File: src/rtl/clkPrescalerPkg.sv
package clkPrescalerPkg;
  localparam int SEL_W = 4;

  typedef struct packed {
    logic             loadSel;
    logic [SEL_W-1:0] selVal;
  } ctrlStrobe_t;
endpackage

File: src/rtl/clkPrescalerCtrl.sv
module clkPrescalerCtrl
  import clkPrescalerPkg::*;
#(
  parameter int DATA_W    = 8,
  parameter int WIN_TICKS = 4
) (
  input  logic              clkFast,
  input  logic              rstN,
  input  logic              wrEn,
  input  logic [DATA_W-1:0] wrData,
  input  logic              cycTick,
  output logic              ceBit,
  output ctrlStrobe_t       strobe
);
  localparam int WIN_W = $clog2(WIN_TICKS + 1);
  localparam logic [DATA_W-1:0] UNLOCK_CODE = {1'b1, {(DATA_W-1){1'b0}}};

  logic [WIN_W-1:0] winCnt;
  logic             selWrite;
  logic             unlockWrite;

  assign selWrite    = wrEn && ceBit && !wrData[DATA_W-1];
  assign unlockWrite = wrEn && (wrData == UNLOCK_CODE);

  always_ff @(posedge clkFast or negedge rstN) begin
    if (!rstN) begin
      ceBit  <= 1'b0;
      winCnt <= '0;
    end else if (selWrite) begin
      ceBit  <= 1'b0;
      winCnt <= '0;
    end else if (unlockWrite) begin
      ceBit  <= 1'b1;
      winCnt <= WIN_W'(WIN_TICKS);
    end else if (ceBit && cycTick) begin
      if (winCnt == WIN_W'(1)) ceBit <= 1'b0;
      winCnt <= winCnt - 1'b1;
    end
  end

  always_comb begin
    strobe.loadSel = selWrite;
    strobe.selVal  = wrData[SEL_W-1:0];
  end
endmodule

File: src/rtl/clkPrescalerDp.sv
module clkPrescalerDp
  import clkPrescalerPkg::*;
#(
  parameter int MAX_SHIFT = 8
) (
  input  logic             clkFast,
  input  logic             rstN,
  input  ctrlStrobe_t      strobe,
  output logic [SEL_W-1:0] activeSel,
  output logic [SEL_W-1:0] pendSel,
  output logic             clkDiv
);
  localparam int CNT_W   = (MAX_SHIFT < 1) ? 1 : MAX_SHIFT;
  localparam int N_CODES = 2 ** SEL_W;

  logic [CNT_W-1:0] reloadTab [N_CODES];
  logic [CNT_W-1:0] phase;
  logic             phaseEnd;
  logic             gateEn;

  for (genvar i = 0; i < N_CODES; i++) begin : g_tab
    if (i <= MAX_SHIFT) begin : g_pow
      assign reloadTab[i] = CNT_W'((32'd1 << i) - 32'd1);
    end else begin : g_rsv
      assign reloadTab[i] = '0;
    end
  end

  assign phaseEnd = (phase == '0);

  always_ff @(posedge clkFast or negedge rstN) begin
    if (!rstN) begin
      phase     <= '0;
      pendSel   <= '0;
      activeSel <= '0;
    end else begin
      if (strobe.loadSel) pendSel <= strobe.selVal;
      if (phaseEnd) begin
        phase     <= reloadTab[pendSel];
        activeSel <= pendSel;
      end else begin
        phase <= phase - 1'b1;
      end
    end
  end

  always_ff @(negedge clkFast or negedge rstN) begin
    if (!rstN) gateEn <= 1'b0;
    else       gateEn <= phaseEnd;
  end

  assign clkDiv = clkFast & gateEn;
endmodule

File: src/rtl/clkPrescaler.sv
module clkPrescaler
  import clkPrescalerPkg::*;
#(
  parameter int DATA_W    = 8,
  parameter int WIN_TICKS = 4,
  parameter int MAX_SHIFT = 8
) (
  input  logic              clkFast,
  input  logic              rstN,
  input  logic              wrEn,
  input  logic [DATA_W-1:0] wrData,
  input  logic              cycTick,
  output logic [DATA_W-1:0] rdData,
  output logic              unlockOpen,
  output logic              clkDiv
);
  ctrlStrobe_t      strobe;
  logic             ceBit;
  logic [SEL_W-1:0] activeSel;
  logic [SEL_W-1:0] pendSel;

  clkPrescalerCtrl #(.DATA_W(DATA_W), .WIN_TICKS(WIN_TICKS)) u_ctrl (
    .clkFast(clkFast), .rstN(rstN), .wrEn(wrEn), .wrData(wrData),
    .cycTick(cycTick), .ceBit(ceBit), .strobe(strobe)
  );

  clkPrescalerDp #(.MAX_SHIFT(MAX_SHIFT)) u_dp (
    .clkFast(clkFast), .rstN(rstN), .strobe(strobe),
    .activeSel(activeSel), .pendSel(pendSel), .clkDiv(clkDiv)
  );

  assign rdData     = {ceBit, {(DATA_W-1-SEL_W){1'b0}}, activeSel};
  assign unlockOpen = ceBit;
endmodule

File: config.mk
export PLATFORM = sky130hd
export DESIGN_NAME = clkPrescaler
export DESIGN_NICKNAME = d
export VERILOG_FILES = /design/src/rtl/clkPrescalerPkg.sv /design/src/rtl/clkPrescalerCtrl.sv /design/src/rtl/clkPrescalerDp.sv /design/src/rtl/clkPrescaler.sv
export SDC_FILE = /design/constraint.sdc
export NUM_CORES = 1
export LEC_CHECK = 0
export BUFFER_PORTS_ARGS = -buffer_cell sky130_fd_sc_hd__buf_2
export CAP_MARGIN = 20
export CORE_MARGIN = 2
export CORE_UTILIZATION = 45
export CTS_CLUSTER_DIAMETER = 200
export DETAILED_ROUTE_END_ITERATION = 8
export GPL_TIMING_DRIVEN = 1
export PLACE_DENSITY = 0.67
export SLEW_MARGIN = 30
export SYNTH_ARGS = -nofsm -noshare
export SYNTH_HDL_FRONTEND = slang
export SYNTH_SLANG_ARGS = --single-unit
File: constraint.sdc
create_clock -name clkFast -period 2.4 [get_ports clkFast]
set_input_delay 0.48 -clock clkFast [delete_from_list [all_inputs] [get_ports clkFast]]
set_output_delay 0.48 -clock clkFast [all_outputs]
set_load 0.01 [all_outputs]
Yosys cells after proc, flatten, opt, wreduce, memory -nomap -nowiden --
Memories as Yosys holds them, arrays and structs flattened. Cells that the tools add are included.
Cells by class: add/sub/neg operators 2, magnitude comparators 1, equality and inequality tests 2, mux-type cells 10, bitwise logic cells 2, reductions and logical operators 9
Operators with widths (number):
- two-way mux 8 bit | 3
- two-way mux 3 bit | 3
- == test 8 bit, second input constant | 1
- zero test 8 bit | 1
- subtractor 8 x 1 -> 8 bit, second input constant | 1
- nonzero test 3 bit | 2
- >= comparator 5 bit, second input constant | 1
- NOT 4 -> 5 bit | 1
- logical AND 1 bit | 4
- two-way mux 1 bit | 4
- == test 3 x 1 -> 1 bit, second input constant | 1
- subtractor 3 x 1 -> 3 bit, second input constant | 1
- AND reduction 2 bit | 1
- AND 1 bit | 1
- zero test 1 bit | 1
Word-level totals: flip-flop bits (word level) 21, bits in read-only memories 128, bits of input ports 12, output and inout bits 10, memories 1
Memory list:
- (no name shown) | words 16, bits a word 8, read ports 1, clocked after memory_dff 0, write ports 0, line clkPrescalerDp.sv:39 | phase <= reloadTab[pendSel];

Logic depth before layout (Yosys ltp) --
Gate-level depths: netlist of run 1.
word-level depth 5, depth in mapped cells 7

Hierarchy --
A second synthesis of run 1 with hierarchy kept.
Unflattened totals: cells, all modules 115, area, all modules 1212.4 um^2
By module, submodules not included:
- clkPrescalerDp | instances 1, cells each 79, area an instance 873.3 um^2, sequential area each 425.4 um^2
- clkPrescalerCtrl | instances 1, cells each 31, area an instance 305.3 um^2, sequential area each 100.1 um^2
- clkPrescaler | instances 1, cells each 5, area an instance 33.8 um^2, sequential area each 0.0 um^2

==> qor.yml, run 1 <==
num_antenna_cells: 0
ys.flop_type: "dfrtp_1"
power_frac_seq_pct: 38.5
tightestPinTransition_ns: 0.562
drt_iter0_markers: 12
synth_area_leaders: "dfrtp_1 45%, mux2_4 5.4%, mux2_2 4.0%"
timing.hold.worst.class: "in -> async"
fin_skew_ns: 0.0115
syn_inst: 105
setup_viol: 3
yosysWarnings: 0
p_total_mw: 1.63
via_count: 900
grtUsageMet2_pct: 30.5
track_usage_pct: 19.9
portBuffers: 18
area_growth_pct: 23.4
grt_first_pass_wirelength_mm: 3.97
pre_cts_ws_ns: -0.128
final_cell_count_no_fill: 168
vdd_drop_max_mv: 0.629
fillers: 210
gp_congestion: 0.763
drc: 0
cp-end-kind: "primary output"
crit_type: "reg -> out"
p_clk_share_pct: 15.4
grt_pass1_vias: 942
maxCapViolCount: 0
antenna_found_initial: 0
dieArea_um2: 2890
grt_max_degree: 21
hold_viol_final: 0
synth_largest_area_cell: "dfrtp_1"
cts_tree: "yes"
ant_nets: 0
reg2reg_from: "u_dp.phase[0]"
combPwrFrac_pct: 46.1
required_ns: 1.92
r2r_slack_ns: -0.11
layout-drive-gt1-share_pct: 40.6
busiest_layer: "met2"
rows: 18
grt.met1_usage_pct: 23.9
synth_edf_count: 0
initial_core_util_pct: 46.2
reg2regPathDepth: 5
wire_per_inst_um: 13.1
hpwlAfterDp_mm: 1.61
cp_data_arrival_time_ns: 2.25
synthArstFlopShare_pct: 100
critical_path.endpoint: "clkDiv"
cts.clk_slew.worst_paths_ns: 0.12
final_area_um2: 1370
via_per_inst: 5.36
met3_usage_pct: 10.0
violations: "negative setup slack"
cp-start-kind: "flop"
fin_tns_setup_ns: -0.440
worst_slack_ns: -0.329
grt_setup_unrepaired: "yes"
place_inst: 159
maxSlewHeadroom_pct: 62.4
timing.hold.ws_ns: 0.0205
powerDensity_nw_per_um2: 1180
status: "finished, violations left"
worstPathMaxFanout: 1
cts_hold_buf: 0
syn_area_um2: 1110
synth.ff_latch_count: 21
place_area_um2: 1290
maxSlewViolCount: 0
fp.dieH_um: 53.7
ios: 22
die_w_um: 53.7
r2r_end: "u_dp.gateEn"
first_pass_iters: 4
synth_top_cell_area_share_pct: 44.9
ys_types: 39
fin_util_pct: 57.0
finalNetCount: 154
p_sw_share_pct: 36.0
core_um2: 2410
clk_latency_ns: 0.42
p_leak_nw: 0.686
crit_start: "u_dp.gateEn"
avgSynthCellArea_um2: 10.6
routed_wl_mm: 2.20
yosysSeqAreaShare_pct: 47.2
p_int_mw: 1.04
grt_overflow: 0
power_switching_mw: 0.586
==> area by class of cell <==
cell class / instances / area (µm²) / share of cell area (%)
sequential: 21 / 526 / 38.3
clock buffer: 7 / 56.3 / 4.10
timing repair buffer: 30 / 183 / 13.3
multi-input combinational: 72 / 541 / 39.3
clock inverter: 1 / 5.00 / 0.364
tap: 30 / 37.5 / 2.73
inverter: 7 / 26.3 / 1.91
==> worst min path at each step <==
stage	to	cells past startpoint	startpoint
floorplan	u_ctrl.ceBit	0	rstN
global placement	u_dp.phase[5]	2	rstN
detailed placement	u_dp.phase[5]	2	rstN
CTS	u_dp.phase[5]	2	rstN
global route	u_dp.activeSel[0]	2	rstN
finish	u_dp.phase[5]	2	rstN
==> kinds of logic (layout without fill, tap and decap cells) <==
logic type / count (synthesis) / after routing / share of synthesized area (%)
AOI/OAI and AO/OA: 22 / 22 / 13.0
xor gates and xnor gates: 4 / 4 / 3.15
adders and majority gates: 3 / 3 / 3.37
buffers and inverters: 14 / 45 / 6.85
DFF: 21 / 21 / 47.2
muxes: 8 / 8 / 9.44
other: 1 / 3 / 0.337
and+or+nand+nor: 32 / 32 / 16.6
==> cell usage after synthesis, drive strengths merged (2+ instances only) <==
| master | number |
|---|---|
| a2111oi | 2 |
| o31ai | 2 |
| nor3 | 3 |
| or3 | 3 |
| xor2 | 3 |
| or2 | 3 |
| ha | 3 |
| nand2 | 3 |
| nor2b | 2 |
| o21ai | 7 |
| dfrtp | 20 |
| a31oi | 2 |
| nor2 | 5 |
| buf | 6 |
| inv | 7 |
| nor4 | 5 |
| a21oi | 4 |
| mux2 | 8 |
==> registers in the layout, summed over array words and instances, names as in the netlist <==
register	count
u_dp.gateEn	1
u_ctrl.winCnt	3
u_dp.pendSel	4
u_ctrl.ceBit	1
u_dp.activeSel	4
u_dp.phase	8
==> worst max-delay path: stages (launching register included) <==
cell     delay, ns
dfrtn_1       0.40
and2_4        0.13
buf_6         0.09
==> power groups by stage <==
stage | Combinational, mW | Clock [mW] | Sequential [mW]
after floorplan | 0.449 | 0.00222 | 0.631
after global placement | 0.683 | 0.00356 | 0.623
after detailed placement | 0.699 | 0.00356 | 0.633
after CTS | 0.721 | 0.258 | 0.623
after global routing | 0.858 | 0.285 | 0.649
final | 0.751 | 0.251 | 0.626
==> routing by layer <==
layer | up-vias | wire [µm]
li1 | 441 | -
met1 | 438 | 955
met2 | 21 | 1130
met3 | 0 | 119
met4 | 0 | 0
met5 | - | 0
==> what timing repair did <==
action | in CTS | in global routing
resized for setup | 0 | 6
endpoints found under the setup margin | 3 | 3
pin swaps | 0 | 2
setup buffers | 1 | 1
==> cell usage in the layout, fill, tap and decap left out, types with 2 or more instances in the layout <==
cell type  count
clkbuf_4       6
nor4_1         5
xor2_1         3
conb_1         3
buf_4         13
nand2_1        3
nor2b_1        2
inv_2          3
dfrtp_1       20
inv_1          4
mux2_4         4
nor2_1         5
nor3_1         3
or2_2          2
ha_1           2
a2111oi_0      2
buf_2         17
a21oi_1        4
mux2_2         4
a31oi_1        2
o31ai_1        2
o21ai_0        7
or3_1          3
(Power assumes the default switching activity.)
==> run 2: changes to the inputs <==
--- a/config.mk
+++ b/config.mk
@@ -5,6 +5,7 @@
 export SDC_FILE = /design/constraint.sdc
 export NUM_CORES = 1
 export LEC_CHECK = 0
+export ABC_AREA = 1
 export BUFFER_PORTS_ARGS = -buffer_cell sky130_fd_sc_hd__buf_2
 export CAP_MARGIN = 20
 export CORE_MARGIN = 2
@@ -12,7 +13,7 @@
 export CTS_CLUSTER_DIAMETER = 200
 export DETAILED_ROUTE_END_ITERATION = 8
 export GPL_TIMING_DRIVEN = 1
-export PLACE_DENSITY = 0.67
+export PLACE_DENSITY = 0.66
 export SLEW_MARGIN = 30
 export SYNTH_ARGS = -nofsm -noshare
 export SYNTH_HDL_FRONTEND = slang
==> run 2 against run 1 <==
- the run still ends with negative setup slack left
- cell area up 2.5%
- sequential power rose by 3.4%
- first-iteration DRC count rose to 2.8 times the previous value
- clock skew decreased by 0.0026 ns
- count of clock-buffer cells in the layout rose by 1
- routed wire length increased by 7.1%
- synthesized cell count rose by 60%
- die area rose by 11%
- core utilization fell by 4.6 points
- flip-flop and latch count stayed put
- largest power group unchanged
- highest routed layer is now met4
==> qor.yml, run 2 <==
crit_chain: "nand2_1, inv_1, buf_2"
rows: 19
cpPeakStageDelay_ns: 0.40
fin_tns_setup_ns: -0.294
largest_reg_flops: 8
r2r_slack_ns: 0.10
pre_cts_ws_ns: 0.104
fp.dieH_um: 56.7
path_depth: 3
cts-resized-gates: 0
via_per_inst: 4.84
cts_tree: "yes"
grt_pass1_vias: 1057
syn_inst: 168
post_cts_buffers: 0
ant_nets: 0
reg2regPathDepth: 6
ys_types: 23
antenna_found_initial: 0
cts.clk_slew.worst_paths_ns: 0.11
synth_top_cell_area_share_pct: 40.0
crit_buf_inv: 2
num_antenna_cells: 0
yosysSeqAreaShare_pct: 42.0
layout-drive-gt1-share_pct: 17.8
final_area_um2: 1410
finalNetCount: 207
cp_data_arrival_time_ns: 2.21
required_ns: 1.92
synth_edf_count: 0
synth.ff_latch_count: 21
yosysMostFrequentCell: "nand2_1"
yosysWarnings: 0
status: "finished, violations left"
syn_area_um2: 1250
fin_util_pct: 52.4
avgSynthCellArea_um2: 7.44
ys_top_cells_by_count: "39 x nand2_1, 26 x nor2_1, 25 x inv_1"
drt_iter0_markers: 34
synth_area_leaders: "dfrtp_1 40%, nand2_1 12%, nor2_1 7.8%"
grt_max_degree: 21
area_growth_pct: 12.6
reg2reg_from: "u_dp.phase[0]"
p_leak_nw: 0.772
crit_family: "flip-flops"
routed_wl_mm: 2.36
critical_path.endpoint: "clkDiv"
ios: 22
grt_first_pass_wirelength_mm: 4.03
worst_slack_ns: -0.294
portBuffers: 18
first_pass_iters: 4
cp_slowest_cell: "dfrtn_1"
violations: "negative setup slack"
fin_skew_ns: 0.00888
die_w_um: 56.7
regMostFlops: "u_dp.phase"
clk_latency_ns: 0.42
gp_congestion: 0.836
hpwlAfterDp_mm: 1.82
reg_top3: "u_dp.phase: 8 flops, u_dp.activeSel: 4 flops, u_dp.pendSel: 4 flops"
crit_type: "reg -> out"
drc: 0
track_usage_pct: 17.1
hold_viol_final: 0
grt_overflow: 0
core_um2: 2690
maxCapViolCount: 0
wire_per_inst_um: 10.6
dieArea_um2: 3220
setup_viol: 2
grt_setup_unrepaired: "yes"
ys.flop_type: "dfrtp_1"
mostFrequentLayoutCells: "39 x nand2_1, 26 x nor2_1, 25 x inv_1"
vdd_drop_max_mv: 0.645
cp-start-kind: "flop"
cp-end-kind: "primary output"
crit_start: "u_dp.gateEn"
final_common_cell: "nand2_1"
powerDensity_nw_per_um2: 1140
timing.hold.worst.class: "in -> async"
via_count: 1074
worstPathMaxFanout: 1
place_area_um2: 1360
maxSlewViolCount: 0
r2r_end: "u_dp.gateEn"
synthArstFlopShare_pct: 100
initial_core_util_pct: 46.5
synth_largest_area_cell: "dfrtp_1"
run 2: metrics by stage:
step	total power, mW	hold WS (ns)	cells
floorplan	1.20	0.184	170
global placement	1.35	0.463	215
detailed placement	1.37	0.462	215
CTS	1.62	0.0572	222
global route	1.77	0.0580	222
finish	1.60	0.0456	222
run 2: cell type report:
type / instances / area (µm²)
Fill cell: 279 / 1280
Timing Repair Buffer: 18 / 92.6
Tap cell: 31 / 38.8
Multi-Input combinational cell: 119 / 603
Inverter: 24 / 90.1
Clock buffer: 8 / 53.8
Clock inverter: 1 / 3.75
Sequential cell: 21 / 526
run 2: cells by family after synthesis:
| kind of cell | synth area share, % |
|---|---|
| xor+xnor | 1.40 |
| simple gates | 34.0 |
| buf+inv | 10.3 |
| compound gates | 8.91 |
| other cells | 0.300 |
| flops | 42.0 |
| fa+ha+maj | 3.00 |
run 2: worst min path at each step:
stage / to / slack [ns]
after global routing: u_dp.phase[2] / 0.06
after floorplan: u_ctrl.ceBit / 0.18
final: u_dp.phase[1] / 0.05
after detailed placement: u_dp.phase[0] / 0.46
after CTS: u_ctrl.ceBit / 0.06
after global placement: u_dp.phase[0] / 0.46
run 2: power by group:
group | internal [mW] | switching [mW]
clock network | 0.121 | 0.123
registers | 0.507 | 0.140
logic | 0.273 | 0.437
run 2: worst reg2reg max path, stage by stage (launching register included):
cell and delay (ns):
dfrtp_1 0.36, inv_1 0.07, ha_1 0.22, inv_1 0.10, nor2_4 0.05, nand3_1 0.12
nor2_4 0.05
run 2: layer usage:
metal  GRT usage (%)  wire, µm  up-vias
li1                -         -      563
met1            18.0      1030      477
met2            26.6      1150       27
met3            7.37       127        7
met4            12.9        54        0
met5               0         0        -
run 2: repair_timing:
item / in CTS / in global routing
pin swaps: 0 / 0
hold endpoints to repair: 0 / 0
endpoints found under the setup margin: 2 / 2
gates cloned: 0 / 0
hold buffers: 0 / 0
==> run 3: changes to the inputs <==
--- a/config.mk
+++ b/config.mk
@@ -14,6 +14,7 @@
 export DETAILED_ROUTE_END_ITERATION = 8
 export GPL_TIMING_DRIVEN = 1
 export PLACE_DENSITY = 0.66
+export RECOVER_POWER = 50
 export SLEW_MARGIN = 30
 export SYNTH_ARGS = -nofsm -noshare
 export SYNTH_HDL_FRONTEND = slang
==> run 3 against run 2 <==
- the run still ends with negative setup slack left
- sequential share of layout area up 0.13 points
- non-clock buffer count is the same
- cell count stayed put
- sequential power is essentially flat
- die area unchanged
- flip-flop and latch count stayed put
- clock power about the same
- core utilization decreased by 0.19 points
- power barely moved
- count of clock-buffer cells in the layout did not move
- global-route usage unchanged
- worst hold slack better by 0.30 ns
- highest routed layer unchanged
==> qor.yml, run 3 (same netlist as run 2, synthesis figures left out) <==
status: "finished, violations left"
violations: "negative setup slack"
antenna_found_initial: 0
portBuffers: 18
hpwlAfterDp_mm: 1.82
cts_tree: "yes"
path_depth: 3
vdd_drop_max_mv: 0.645
rows: 19
finalNetCount: 207
via_count: 1074
ios: 22
fin_util_pct: 52.2
required_ns: 1.92
initial_core_util_pct: 46.5
ant_nets: 0
power_switching_mw: 0.700
powerDensity_nw_per_um2: 1140
p_clk_share_pct: 15.2
timing.hold.worst.class: "in -> reg"
grt_overflow: 0
combPwrFrac_pct: 44.3
cp-start-kind: "flop"
final_area_um2: 1400
cts-resized-gates: 0
crit_buf_inv: 2
grt_setup_unrepaired: "yes"
power_frac_seq_pct: 40.4
cpPeakStageDelay_ns: 0.40
cp_data_arrival_time_ns: 2.21
dieArea_um2: 3220
p_int_mw: 0.900
tightestPinTransition_ns: 1.07
maxSlewHeadroom_pct: 29.0
final_cell_count_no_fill: 222
clk_latency_ns: 0.42
regMostFlops: "u_dp.phase"
crit_family: "flip-flops"
worst_slack_ns: -0.294
fin_skew_ns: 0.00888
via_per_inst: 4.84
grt_first_pass_wirelength_mm: 4.03
crit_chain: "nand2_1, inv_1, buf_2"
p_sw_share_pct: 43.7
core_um2: 2690
gp_congestion: 0.836
reg2regPathDepth: 6
num_antenna_cells: 0
first_pass_iters: 4
mostFrequentLayoutCells: "39 x nand2_1, 26 x nor2_1, 25 x inv_1"
track_usage_pct: 17.1
p_leak_nw: 0.766
largest_reg_flops: 8
wire_per_inst_um: 10.6
crit_type: "reg -> out"
hold_depth: 3
grt_pass1_vias: 1057
final_common_cell: "nand2_1"
cp-end-kind: "primary output"
place_inst: 215
reg_top3: "u_dp.phase: 8 flops, u_dp.activeSel: 4 flops, u_dp.pendSel: 4 flops"
cts.clk_slew.worst_paths_ns: 0.11
drt_iter0_markers: 34
grt_max_degree: 21
setup_viol: 2
die_w_um: 56.7
pre_cts_ws_ns: 0.104
drc: 0
fp.dieH_um: 56.7
maxSlewViolCount: 0
area_growth_pct: 12.2
hold_viol_final: 0
worstPathMaxFanout: 1
place_area_um2: 1360
routed_wl_mm: 2.36
maxCapViolCount: 0
layout-drive-gt1-share_pct: 16.8
cts_hold_buf: 0
cp_slowest_cell: "dfrtn_1"
[run 3: cell count changes in the layout (fill, tap and decap cells not counted)]
cell | before | now
buf_4 | 1 | 0
clkbuf_1 | 1 | 3
buf_2 | 18 | 17
[run 3: power groups by stage]
| stage | Sequential (mW) | Clock (mW) | Combinational (mW) |
|---|---|---|---|
| 6_report | 0.647 | 0.244 | 0.709 |
| 3_3_place_gp | 0.647 | 0.00222 | 0.696 |
| 3_5_place_dp | 0.654 | 0.00222 | 0.714 |
| 2_1_floorplan | 0.644 | 0.00138 | 0.558 |
| 5_1_grt | 0.669 | 0.273 | 0.824 |
| 4_1_cts | 0.646 | 0.255 | 0.721 |
[run 3: layer usage]
layer	global-route usage, %	vias to the layer above	routed length (µm)
li1	-	563	-
met1	18.0	477	1030
met2	26.6	27	1150
met3	7.37	7	126
met4	12.9	0	54
met5	0	-	0
[run 3: area by class of cell]
cell class | count | area [µm²]
multi-input cells | 119 | 603
clock buffers | 8 | 53.8
repair buffers | 18 | 87.6
clock inverters | 1 | 3.75
flip-flops and latches | 21 | 526
inverters | 24 | 90.1
fillers | 279 | 1280
well taps | 31 | 38.8
[run 3: worst paths after layout]
check / start / slack [ns] / to
setup reg to reg: u_dp.phase[0] / 0.10 / u_dp.gateEn
setup / recovery: u_dp.gateEn / -0.29 / clkDiv
hold / removal: wrData[2] / 0.34 / u_dp.pendSel[2]
max in group asynchronous: rstN / 1.32 / u_dp.gateEn
min in group asynchronous: rstN / 0.39 / u_dp.phase[1]
hold reg to reg: u_dp.phase[0] / 0.48 / u_dp.phase[0]
[run 3: timing repair]
item                                    4_1_cts  5_1_grt
endpoints found under the setup margin        2        2
pin swaps                                     0        0
gates cloned                                  0        0
buffers inserted                              0        0
[run 3: through the flow]
stage                     hold WS (ns)  setup TNS, ns  power [mW]
final                            0.341         -0.294        1.60
after global routing             0.332         -0.333        1.77
after CTS                       0.0572         -0.315        1.62
after detailed placement         0.462              0        1.37
after global placement           0.463              0        1.35
after floorplan                  0.184              0        1.20
[run 3: tightest hold or removal path, stage by stage]
cell	delay (ns)
buf_2	0.10
inv_1	0.05
o21ai_0	0.08
